**src/rtl/corr_sel_pkg.sv**
```systemverilog
package corr_sel_pkg;

    // Tracker occupancy: whether a best candidate is currently held.
    typedef enum logic {
        TRK_EMPTY = 1'b0,
        TRK_HOLD  = 1'b1
    } trk_state_e;

endpackage

```
**src/rtl/fold_accum.sv**
```systemverilog
module fold_accum #(
    parameter int DATA_W = 16,
    parameter int FOLD_W = 3,
    parameter int IDX_W  = 8,
    localparam int ACC_W = DATA_W + FOLD_W
) (
    input  logic                     clk,
    input  logic                     rst_n,
    input  logic                     clear,
    input  logic [FOLD_W-1:0]        fold_sel,
    input  logic                     in_valid,
    input  logic                     in_last,
    input  logic [IDX_W-1:0]         in_col,
    input  logic signed [DATA_W-1:0] in_data,
    output logic                     c_valid,
    output logic                     c_last,
    output logic [IDX_W-1:0]         c_col,
    output logic signed [ACC_W-1:0]  c_value
);

    typedef struct packed {
        logic [FOLD_W-1:0]       phase;
        logic signed [ACC_W-1:0] acc;
        logic                    cv;
        logic                    cl;
        logic [IDX_W-1:0]        ccol;
        logic signed [ACC_W-1:0] cval;
    } fold_st_t;

    fold_st_t st_d, st_q;
    logic signed [ACC_W-1:0] ext_d;
    logic signed [ACC_W-1:0] sum_d;

    always_comb begin
        st_d    = st_q;
        st_d.cv = 1'b0;
        st_d.cl = 1'b0;
        ext_d   = {{FOLD_W{in_data[DATA_W-1]}}, in_data};
        sum_d   = ((st_q.phase == '0) ? '0 : st_q.acc) + ext_d;
        if (clear) begin
            st_d.phase = '0;
            st_d.acc   = '0;
        end else if (in_valid) begin
            if (st_q.phase == fold_sel) begin
                st_d.cv    = 1'b1;
                st_d.cl    = in_last;
                st_d.ccol  = in_col;
                st_d.cval  = sum_d;
                st_d.phase = '0;
                st_d.acc   = '0;
            end else begin
                st_d.phase = st_q.phase + FOLD_W'(1);
                st_d.acc   = sum_d;
            end
        end
    end

    always_ff @(posedge clk or negedge rst_n) begin
        if (!rst_n) begin
            st_q <= '0;
        end else begin
            st_q <= st_d;
        end
    end

    assign c_valid = st_q.cv;
    assign c_last  = st_q.cl;
    assign c_col   = st_q.ccol;
    assign c_value = st_q.cval;

    // a finished correlation only follows an accepted partial
    assert_corr_needs_input_R10: assert property (@(posedge clk) disable iff (!rst_n)
        c_valid |-> $past(in_valid));

endmodule

```
**src/rtl/mag_tracker.sv**
```systemverilog
module mag_tracker
    import corr_sel_pkg::*;
#(
    parameter int ACC_W = 19,
    parameter int IDX_W = 8,
    localparam int MAG_W = ACC_W + 1
) (
    input  logic                    clk,
    input  logic                    rst_n,
    input  logic                    clear,
    input  logic                    c_valid,
    input  logic                    c_last,
    input  logic [IDX_W-1:0]        c_col,
    input  logic signed [ACC_W-1:0] c_value,
    output logic                    done,
    output logic [IDX_W-1:0]        win_idx,
    output logic [MAG_W-1:0]        win_mag
);

    typedef struct packed {
        trk_state_e       have;
        logic [MAG_W-1:0] best_mag;
        logic [IDX_W-1:0] best_idx;
        logic             fin;
        logic [MAG_W-1:0] fin_mag;
        logic [IDX_W-1:0] fin_idx;
    } trk_st_t;

    trk_st_t st_d, st_q;
    logic signed [MAG_W-1:0] wide_d;
    logic [MAG_W-1:0]        mag_d;
    logic                    take_d;
    logic [MAG_W-1:0]        sel_mag_d;
    logic [IDX_W-1:0]        sel_idx_d;

    always_comb begin
        st_d      = st_q;
        st_d.fin  = 1'b0;
        wide_d    = {c_value[ACC_W-1], c_value};
        mag_d     = wide_d[MAG_W-1] ? MAG_W'(-wide_d) : MAG_W'(wide_d);
        // strictly greater: an equal later entry never displaces the held one
        take_d    = (st_q.have == TRK_EMPTY) || (mag_d > st_q.best_mag);
        sel_mag_d = take_d ? mag_d : st_q.best_mag;
        sel_idx_d = take_d ? c_col : st_q.best_idx;
        if (clear) begin
            st_d.have = TRK_EMPTY;
        end else if (c_valid) begin
            if (c_last) begin
                st_d.fin     = 1'b1;
                st_d.fin_mag = sel_mag_d;
                st_d.fin_idx = sel_idx_d;
                st_d.have    = TRK_EMPTY;
            end else begin
                st_d.have     = TRK_HOLD;
                st_d.best_mag = sel_mag_d;
                st_d.best_idx = sel_idx_d;
            end
        end
    end

    always_ff @(posedge clk or negedge rst_n) begin
        if (!rst_n) begin
            st_q <= '0;
        end else begin
            st_q <= st_d;
        end
    end

    assign done    = st_q.fin;
    assign win_idx = st_q.fin_idx;
    assign win_mag = st_q.fin_mag;

    // the held best never shrinks within a sweep
    assert_best_monotonic_R3: assert property (@(posedge clk) disable iff (!rst_n)
        (c_valid && !c_last && !clear && st_q.have == TRK_HOLD)
        |=> (st_q.best_mag >= $past(st_q.best_mag)));

    // the reported winner is at least as large as the final compared entry
    assert_win_ge_last_R6: assert property (@(posedge clk) disable iff (!rst_n)
        done |-> (win_mag >= $past(mag_d)));

endmodule

```
**src/rtl/active_set_mem.sv**
```systemverilog
module active_set_mem #(
    parameter int IDX_W  = 8,
    parameter int SLOT_W = 4,
    localparam int DEPTH = 1 << SLOT_W
) (
    input  logic              clk,
    input  logic              rst_n,
    input  logic              clear,
    input  logic              wr_en,
    input  logic [IDX_W-1:0]  wr_idx,
    input  logic [SLOT_W-1:0] rd_slot,
    output logic [SLOT_W-1:0] wr_ptr,
    output logic [IDX_W-1:0]  rd_idx
);

    typedef struct packed {
        logic [DEPTH-1:0][IDX_W-1:0] mem;
        logic [SLOT_W-1:0]           ptr;
        logic [IDX_W-1:0]            rd;
    } aset_st_t;

    aset_st_t st_d, st_q;

    always_comb begin
        st_d    = st_q;
        st_d.rd = st_q.mem[rd_slot];
        if (clear) begin
            st_d.ptr = '0;
        end else if (wr_en) begin
            st_d.mem[st_q.ptr] = wr_idx;
            st_d.ptr           = st_q.ptr + SLOT_W'(1);
        end
    end

    always_ff @(posedge clk or negedge rst_n) begin
        if (!rst_n) begin
            st_q <= '0;
        end else begin
            st_q <= st_d;
        end
    end

    assign wr_ptr = st_q.ptr;
    assign rd_idx = st_q.rd;

    // each append advances the pointer by one slot, wrapping
    assert_ptr_step_R7: assert property (@(posedge clk) disable iff (!rst_n)
        (wr_en && !clear) |=> (wr_ptr == $past(wr_ptr) + SLOT_W'(1)));

    // a start returns the pointer to slot zero
    assert_ptr_clear_R8: assert property (@(posedge clk) disable iff (!rst_n)
        clear |=> (wr_ptr == '0));

endmodule

```
**src/rtl/corr_argmax_sel.sv**
```systemverilog
module corr_argmax_sel #(
    parameter int DATA_W = 16,
    parameter int FOLD_W = 3,
    parameter int IDX_W  = 8,
    parameter int SLOT_W = 4,
    localparam int ACC_W = DATA_W + FOLD_W,
    localparam int MAG_W = ACC_W + 1
) (
    input  logic              clk,
    input  logic              rst_n,
    input  logic              start,
    input  logic [FOLD_W-1:0] fold_sel,
    input  logic              in_valid,
    input  logic              in_last,
    input  logic [IDX_W-1:0]  in_col,
    input  logic [DATA_W-1:0] in_data,
    output logic              done,
    output logic [IDX_W-1:0]  win_idx,
    output logic [MAG_W-1:0]  win_mag,
    output logic [SLOT_W-1:0] slot_count,
    input  logic [SLOT_W-1:0] rd_slot,
    output logic [IDX_W-1:0]  rd_idx
);

    logic                    c_valid;
    logic                    c_last;
    logic [IDX_W-1:0]        c_col;
    logic signed [ACC_W-1:0] c_value;

    fold_accum #(
        .DATA_W(DATA_W), .FOLD_W(FOLD_W), .IDX_W(IDX_W)
    ) u_fold (
        .clk(clk), .rst_n(rst_n), .clear(start), .fold_sel(fold_sel),
        .in_valid(in_valid), .in_last(in_last), .in_col(in_col),
        .in_data($signed(in_data)),
        .c_valid(c_valid), .c_last(c_last), .c_col(c_col), .c_value(c_value)
    );

    mag_tracker #(
        .ACC_W(ACC_W), .IDX_W(IDX_W)
    ) u_trk (
        .clk(clk), .rst_n(rst_n), .clear(start),
        .c_valid(c_valid), .c_last(c_last), .c_col(c_col), .c_value(c_value),
        .done(done), .win_idx(win_idx), .win_mag(win_mag)
    );

    active_set_mem #(
        .IDX_W(IDX_W), .SLOT_W(SLOT_W)
    ) u_aset (
        .clk(clk), .rst_n(rst_n), .clear(start),
        .wr_en(done), .wr_idx(win_idx), .rd_slot(rd_slot),
        .wr_ptr(slot_count), .rd_idx(rd_idx)
    );

    // a sweep end is reported only after a finished final correlation
    assert_done_after_last_R6: assert property (@(posedge clk) disable iff (!rst_n)
        done |-> ($past(c_valid) && $past(c_last)));

endmodule

```
**config.mk**
```make
export PLATFORM = sky130hd
export DESIGN_NAME = corr_argmax_sel
export DESIGN_NICKNAME = d
export VERILOG_FILES = /design/src/rtl/corr_sel_pkg.sv /design/src/rtl/fold_accum.sv /design/src/rtl/mag_tracker.sv /design/src/rtl/active_set_mem.sv /design/src/rtl/corr_argmax_sel.sv
export SDC_FILE = /design/constraint.sdc
export NUM_CORES = 1
export LEC_CHECK = 0
export ABC_AREA = 1
export BUFFER_PORTS_ARGS = -buffer_cell sky130_fd_sc_hd__buf_2
export CAP_MARGIN = 20
export CORE_UTILIZATION = 40
export CTS_CLUSTER_DIAMETER = 30
export DETAILED_ROUTE_END_ITERATION = 16
export GPL_ROUTABILITY_DRIVEN = 0
export PLACE_DENSITY = 0.61
export SYNTH_ARGS = -nofsm -noshare
export SYNTH_HDL_FRONTEND = slang
export SYNTH_SLANG_ARGS = --single-unit
```
**constraint.sdc**
```tcl
create_clock -name clk -period 7.75 [get_ports clk]
set_input_delay 1.1625 -clock clk [delete_from_list [all_inputs] [get_ports clk]]
set_output_delay 1.1625 -clock clk [all_outputs]
set_load 0.02 [all_outputs]
```
Yosys cells after proc, flatten, opt, wreduce, memory -nomap -nowiden. Cells that the tools add are included.

Register bits: 249. Bits in latches: 0. Bits in writable memories: 0. ROM bits: 0. Bits of input ports: 36. Output and inout bits: 41. Memories: 0.

Add/subtract/negate cells: 4. Multiply operators: 0. Div/mod/pow operators: 0. Magnitude comparators: 4. Equality and inequality tests: 1. Shift-type cells: 0. Multiplexer cells: 22. Bitwise operators: 3. Reductions and logical operators: 10.

Operators by type and width (number): $bwmux W128 (1); $mux W29 (4); $mux W58 (1); $mux W51 (1); $mux W22 (2); $mux W20 (2); $bmux W8 S4 (1); $demux W8 S4 (1); $mux W28 (1); $mux W8 (3); $gt A20 B20 Y1 (1); $neg A19 Y20 (1); $add A19 B19 Y19 (1); $mux W19 (1); $lt A4 B5 Y1 const B (2); $reduce_and A3 Y1 (3); $mux W4 (2); $reduce_bool A2 Y1 (3); $add A4 B1 Y4 const B (1); $ge A4 B1 Y1 const B (1); $add A3 B1 Y3 const B (1); $eq A3 B3 Y1 (1); $logic_not A3 Y1 (1); $not A1 Y1 (3); other kinds (4) (5).

Longest topological paths before layout.
Word-level depth: 8. Mapped depth: 22. Mapped depth without buffers: 22.

Modules after synthesis. From an unflattened synthesis, not the netlist that was laid out.

Cell total of the unflattened synthesis: 1886. Area, all modules: 14176.1 µm².

By module, submodules not included: active_set_mem (times used 1, cells an instance 877, area each 6860.3 µm², seq. area each 3503.4 µm²); mag_tracker (times used 1, cells an instance 548, area each 3975.1 µm², seq. area each 1451.4 µm²); fold_accum (times used 1, cells an instance 461, area each 3340.7 µm², seq. area each 1276.2 µm²).

Worst setup path before layout. Ideal clock, no wire load.

Kind: flip-flop to flip-flop. Start point: register u_fold.st_q, in the netlist u_fold.c_value[0]. End point: register u_trk.st_q[53] (netlist name). Library setup time: 119 ps. Data arrival time: 2704 ps. Slack: 4927 ps. Cell stages (with the launch flop): 22. Path buffers: 1. Cells stage by stage: dfrtp_1 inv_2 ha_1 nand3_1 nor2_1 nand4_1 nand2_1 xor2_1 inv_1 ha_1 nand2_1 nor2_1 nand2_2 nor2_4 o21ai_1 nand3_2 nand2_4 nand2_4 nand2_4 buf_6 nand2_1 o21ai_2.

Cells in the longest elaborated chain, start to end: 5.

Ends and longest elaborated chain: start, declared (RTL line fold_accum.sv:30) `fold_st_t st_d, st_q;`; start signal, assigned (RTL line fold_accum.sv:62) `st_q <= st_d;`; $neg A19 Y20 (RTL line mag_tracker.sv:40) `mag_d = wide_d[MAG_W-1] ? MAG_W'(-wide_d) : MAG_W'(wide_d);`; $mux W20 * (RTL line mag_tracker.sv:40); $gt A20 B20 Y1 (RTL line mag_tracker.sv:42) `take_d = (st_q.have == TRK_EMPTY) || (mag_d > st_q.best_mag);`; $logic_or A1 B1 Y1 (RTL line mag_tracker.sv:42); $mux W20 * (RTL line mag_tracker.sv:43) `sel_mag_d = take_d ? mag_d : st_q.best_mag;`; end signal, assigned (RTL line mag_tracker.sv:65) `st_q <= st_d;`; end, declared (RTL line mag_tracker.sv:29) `trk_st_t st_d, st_q;`.

Every way passes the cells marked *; elsewhere a longest branch is shown, timed or not. A chain may end at the register's enable or synchronous reset.

Final worst setup path.
Start point: register u_fold.st_q, in the netlist u_fold.c_value[0]. End point: register u_trk.st_q[45] (netlist name).

The elaborated chain is that of the path after synthesis.

==> metrics.yaml <==
wl_um: 33300
grtUsageTotal_pct: 20.4
grt_max_degree: 108
post_cts_buffers: 0
grt_pass1_wl_um: 55700
reg2reg_slack_ps: 3730
ios: 77
clock_skew_ps: 16.5
core_mm2: 0.0328
hold_class: "reg -> reg"
setup_viol: 0
max_freq_mhz: 249
cellLeakagePower_nw: 7.77
route.vias.total: 11000
crit_start: "u_fold.c_value[0]$_DFFE_PN0P_"
drive_above_1_share_pct: 12.7
ys_warn_count: 0
syn_area_per_cell_um2: 7.91
synthArstFlopShare_pct: 100
reg2reg_from: "u_fold.c_value[0]$_DFFE_PN0P_"
clock_latency_ps: 560
clk_path_buf_depth: 3
r2r_cells: 19
multiInputGateArea_mm2: 0.00571
startpoint_type: "register"
drtIter0Drc: 787
synth_fp_nets: 1775
antenna_found_initial: 1
placed_area_mm2: 0.0137
syn-cell-area_mm2: 0.0134
core.rowCount: 66
via_per_inst: 5.00
cts_buffers: 53
areaGrowthSynthToFinish_pct: 16.2
r2r-end: "u_trk.st_q[45]$_DFFE_PN0P_"
cts_repair_resize_count: 0
antenna_left: 0
cp.arrival_ps: 4490
num-fill-cells: 3195
drv_slew: 0
synth-seq-cells: 249
criticalPathCategory: "reg -> reg"
final_area_mm2: 0.0156
root_buffer: "clkbuf_16"
chipHeight_um: 185
dieArea_mm2: 0.0342
synth_flop_cell: "dfrtp_1"
tightest_slew_ps: 1060
postCtsHoldBufs: 0
final_nets: 1796
ir_drop_uv: 200
grt_pass1_vias: 10900
setup_tns_ps: 0
clkSlewWorstSetupHoldPaths_ps: 50
dp_hpwl_um: 22700
post-place-cells: 2100
ys_seq_area_share_pct: 46.5
period_share_pct: 51.9
wl_per_cell_um: 15.1
synth-edff-count: 0
io_buffers: 76
cts_tree: "done"
overflow: 0
worst-path-max-fanout: 53
h-tree-depth: 2
start_util_pct: 40.9
maxCapViolCount: 0
slew_headroom_pct: 28.8
yosysUniqueCellTypes: 47
clock-sinks: 249
seq_area_mm2: 0.00623
crit_path_end: "u_trk.st_q[45]$_DFFE_PN0P_"
stdcell_count: 2197
drc: 0
synth_cells: 1693
rsz0062_at_grt: "no"
required_ps: 8220
die_x_um: 185
crit_path_end_kind: "register"
hold_viol_final: 0
drt_first_pass_iters: 6
status: "finished clean"
power_density_mw_per_mm2: 302
min_period_ps: 4020
-- Yosys cell counts (3+ instances only) --
master	instances	area share (%)
nor3_1	7	0.26
o21bai_1	4	0.22
nand2_4	3	0.25
o21ai_2	26	1.7
nor2_1	122	3.4
buf_2	21	0.78
xnor2_1	3	0.20
nand3_1	113	4.2
o22ai_1	8	0.37
ha_1	45	4.2
o211ai_1	32	1.8
inv_2	3	0.084
a21o_1	4	0.22
nand2_1	404	11
buf_1	7	0.20
nor2_2	4	0.19
o21ai_0	177	6.6
buf_6	5	0.42
o21ai_1	3	0.11
clkinv_1	9	0.25
clkbuf_1	39	1.1
mux2i_1	8	0.60
inv_1	200	5.6
or2_2	4	0.19
dfrtp_1	249	47
xor2_1	20	1.3
buf_4	43	2.4
a21oi_1	106	4.0
-- layer usage --
layer / up-vias / track usage [%] / share of wire, %
met1: 5194 / 26.1 / 45
met4: 0 / 6.25 / 2.1
met2: 244 / 35.2 / 49
met3: 54 / 3.50 / 4.1
li1: 5490 / - / -
met5: - / 0 / 0
-- cell type report --
cell class	instances	area share [%]
flip-flops and latches	249	40.0
diodes	1	0.0161
multi-input cells	1115	36.7
clock inverters	29	2.29
well taps	442	3.55
clock buffers	66	9.35
repair buffers	83	2.99
inverters	212	5.11
-- flip-flops by register name, summed over array words and instances, names as in the netlist --
register and cells:
u_fold.c_valid 1, u_trk.win_idx 8, u_trk.win_mag 20, u_fold.c_value 19
u_aset.rd_idx 8, u_aset.wr_ptr 4, u_fold.c_col 8, u_aset.st_q 128
u_fold.st_q 22, u_trk.st_q 29, u_trk.done 1, u_fold.c_last 1
-- worst min path at each step --
stage / endpoint / slack (ps) / startpoint / cells after the start
2_1_floorplan: u_fold.st_q[47]$_DFFE_PN0P_ / 440 / u_fold.st_q[47]$_DFFE_PN0P_ / 2
3_3_place_gp: u_trk.win_mag[11]$_DFFE_PN0P_ / 460 / u_trk.win_mag[11]$_DFFE_PN0P_ / 2
3_5_place_dp: u_trk.win_mag[9]$_DFFE_PN0P_ / 460 / u_trk.win_mag[9]$_DFFE_PN0P_ / 2
4_1_cts: u_trk.win_mag[18]$_DFFE_PN0P_ / 470 / u_trk.win_mag[18]$_DFFE_PN0P_ / 2
5_1_grt: u_aset.st_q[75]$_DFFE_PN0P_ / 500 / u_aset.st_q[75]$_DFFE_PN0P_ / 2
6_report: u_trk.win_mag[7]$_DFFE_PN0P_ / 470 / u_trk.win_mag[7]$_DFFE_PN0P_ / 2
-- critical path, stage by stage (launching register included) --
cell     delay [ps]
dfrtp_1         380
inv_2           110
ha_1            170
nand3_1         130
nor2_1          240
nand4_1         130
nand2_1         100
xor2_1          270
inv_1            80
ha_1            270
nand2_1          60
nor2_1          130
nand2_2          90
nor2_4          130
nand4_2         110
nand2_4         300
nand2_4         300
nand2_4         660
nand2_1         160
o21ai_2          90
-- cell families (layout without fill, tap and decap cells) --
family | count (synthesis) | in the layout | share of synthesized area, %
other | 1 | 2 | 0.0280
muxes | 8 | 8 | 0.598
and+or+nand+nor | 671 | 671 | 20.7
buffers and inverters | 329 | 390 | 10.9
adders and majority gates | 46 | 46 | 4.35
AOI/OAI and AO/OA | 366 | 366 | 15.4
xor gates and xnor gates | 23 | 23 | 1.50
DFF | 249 | 249 | 46.5
-- power breakdown --
part	internal, W	switching, W	total, W
Clock	0.00153	0.000740	0.00227
Combinational	0.000312	0.000591	0.000903
Sequential	0.00143	0.000100	0.00153
-- per-stage QoR --
| step | hold WS, ps | total power, W | worst slack (ps) | utilization, % |
|---|---|---|---|---|
| 2_1_floorplan | 443 | 0.00223 | 4930 | - |
| 3_3_place_gp | 460 | 0.00244 | 3830 | 41.8 |
| 3_5_place_dp | 462 | 0.00246 | 3740 | 41.9 |
| 4_1_cts | 475 | 0.00475 | 3720 | 47.5 |
| 5_1_grt | 502 | 0.00498 | 3230 | 47.5 |
| 6_report | 470 | 0.00470 | 3730 | 47.5 |
-- cell usage in the layout (no fill, tap or decap), types with 4 or more instances in the layout --
master      instances
nand2_1           404
dfrtp_1           249
inv_1             200
o21ai_0           177
nor2_1            122
nand3_1           113
a21oi_1           106
buf_2              74
clkbuf_16          53
ha_1               45
o211ai_1           32
o21ai_2            26
xor2_1             20
clkinv_2           11
clkinv_1            9
mux2i_1             8
o22ai_1             8
clkbuf_8            8
buf_4               7
nor3_1              6
bufinv_16           6
clkinvlp_4          5
inv_6               5
clkbuf_1            5
or2_2               4
a21o_1              4
nor2_2              4
o21bai_1            4
No activity file was read; power rests on OpenSTA's default activity.
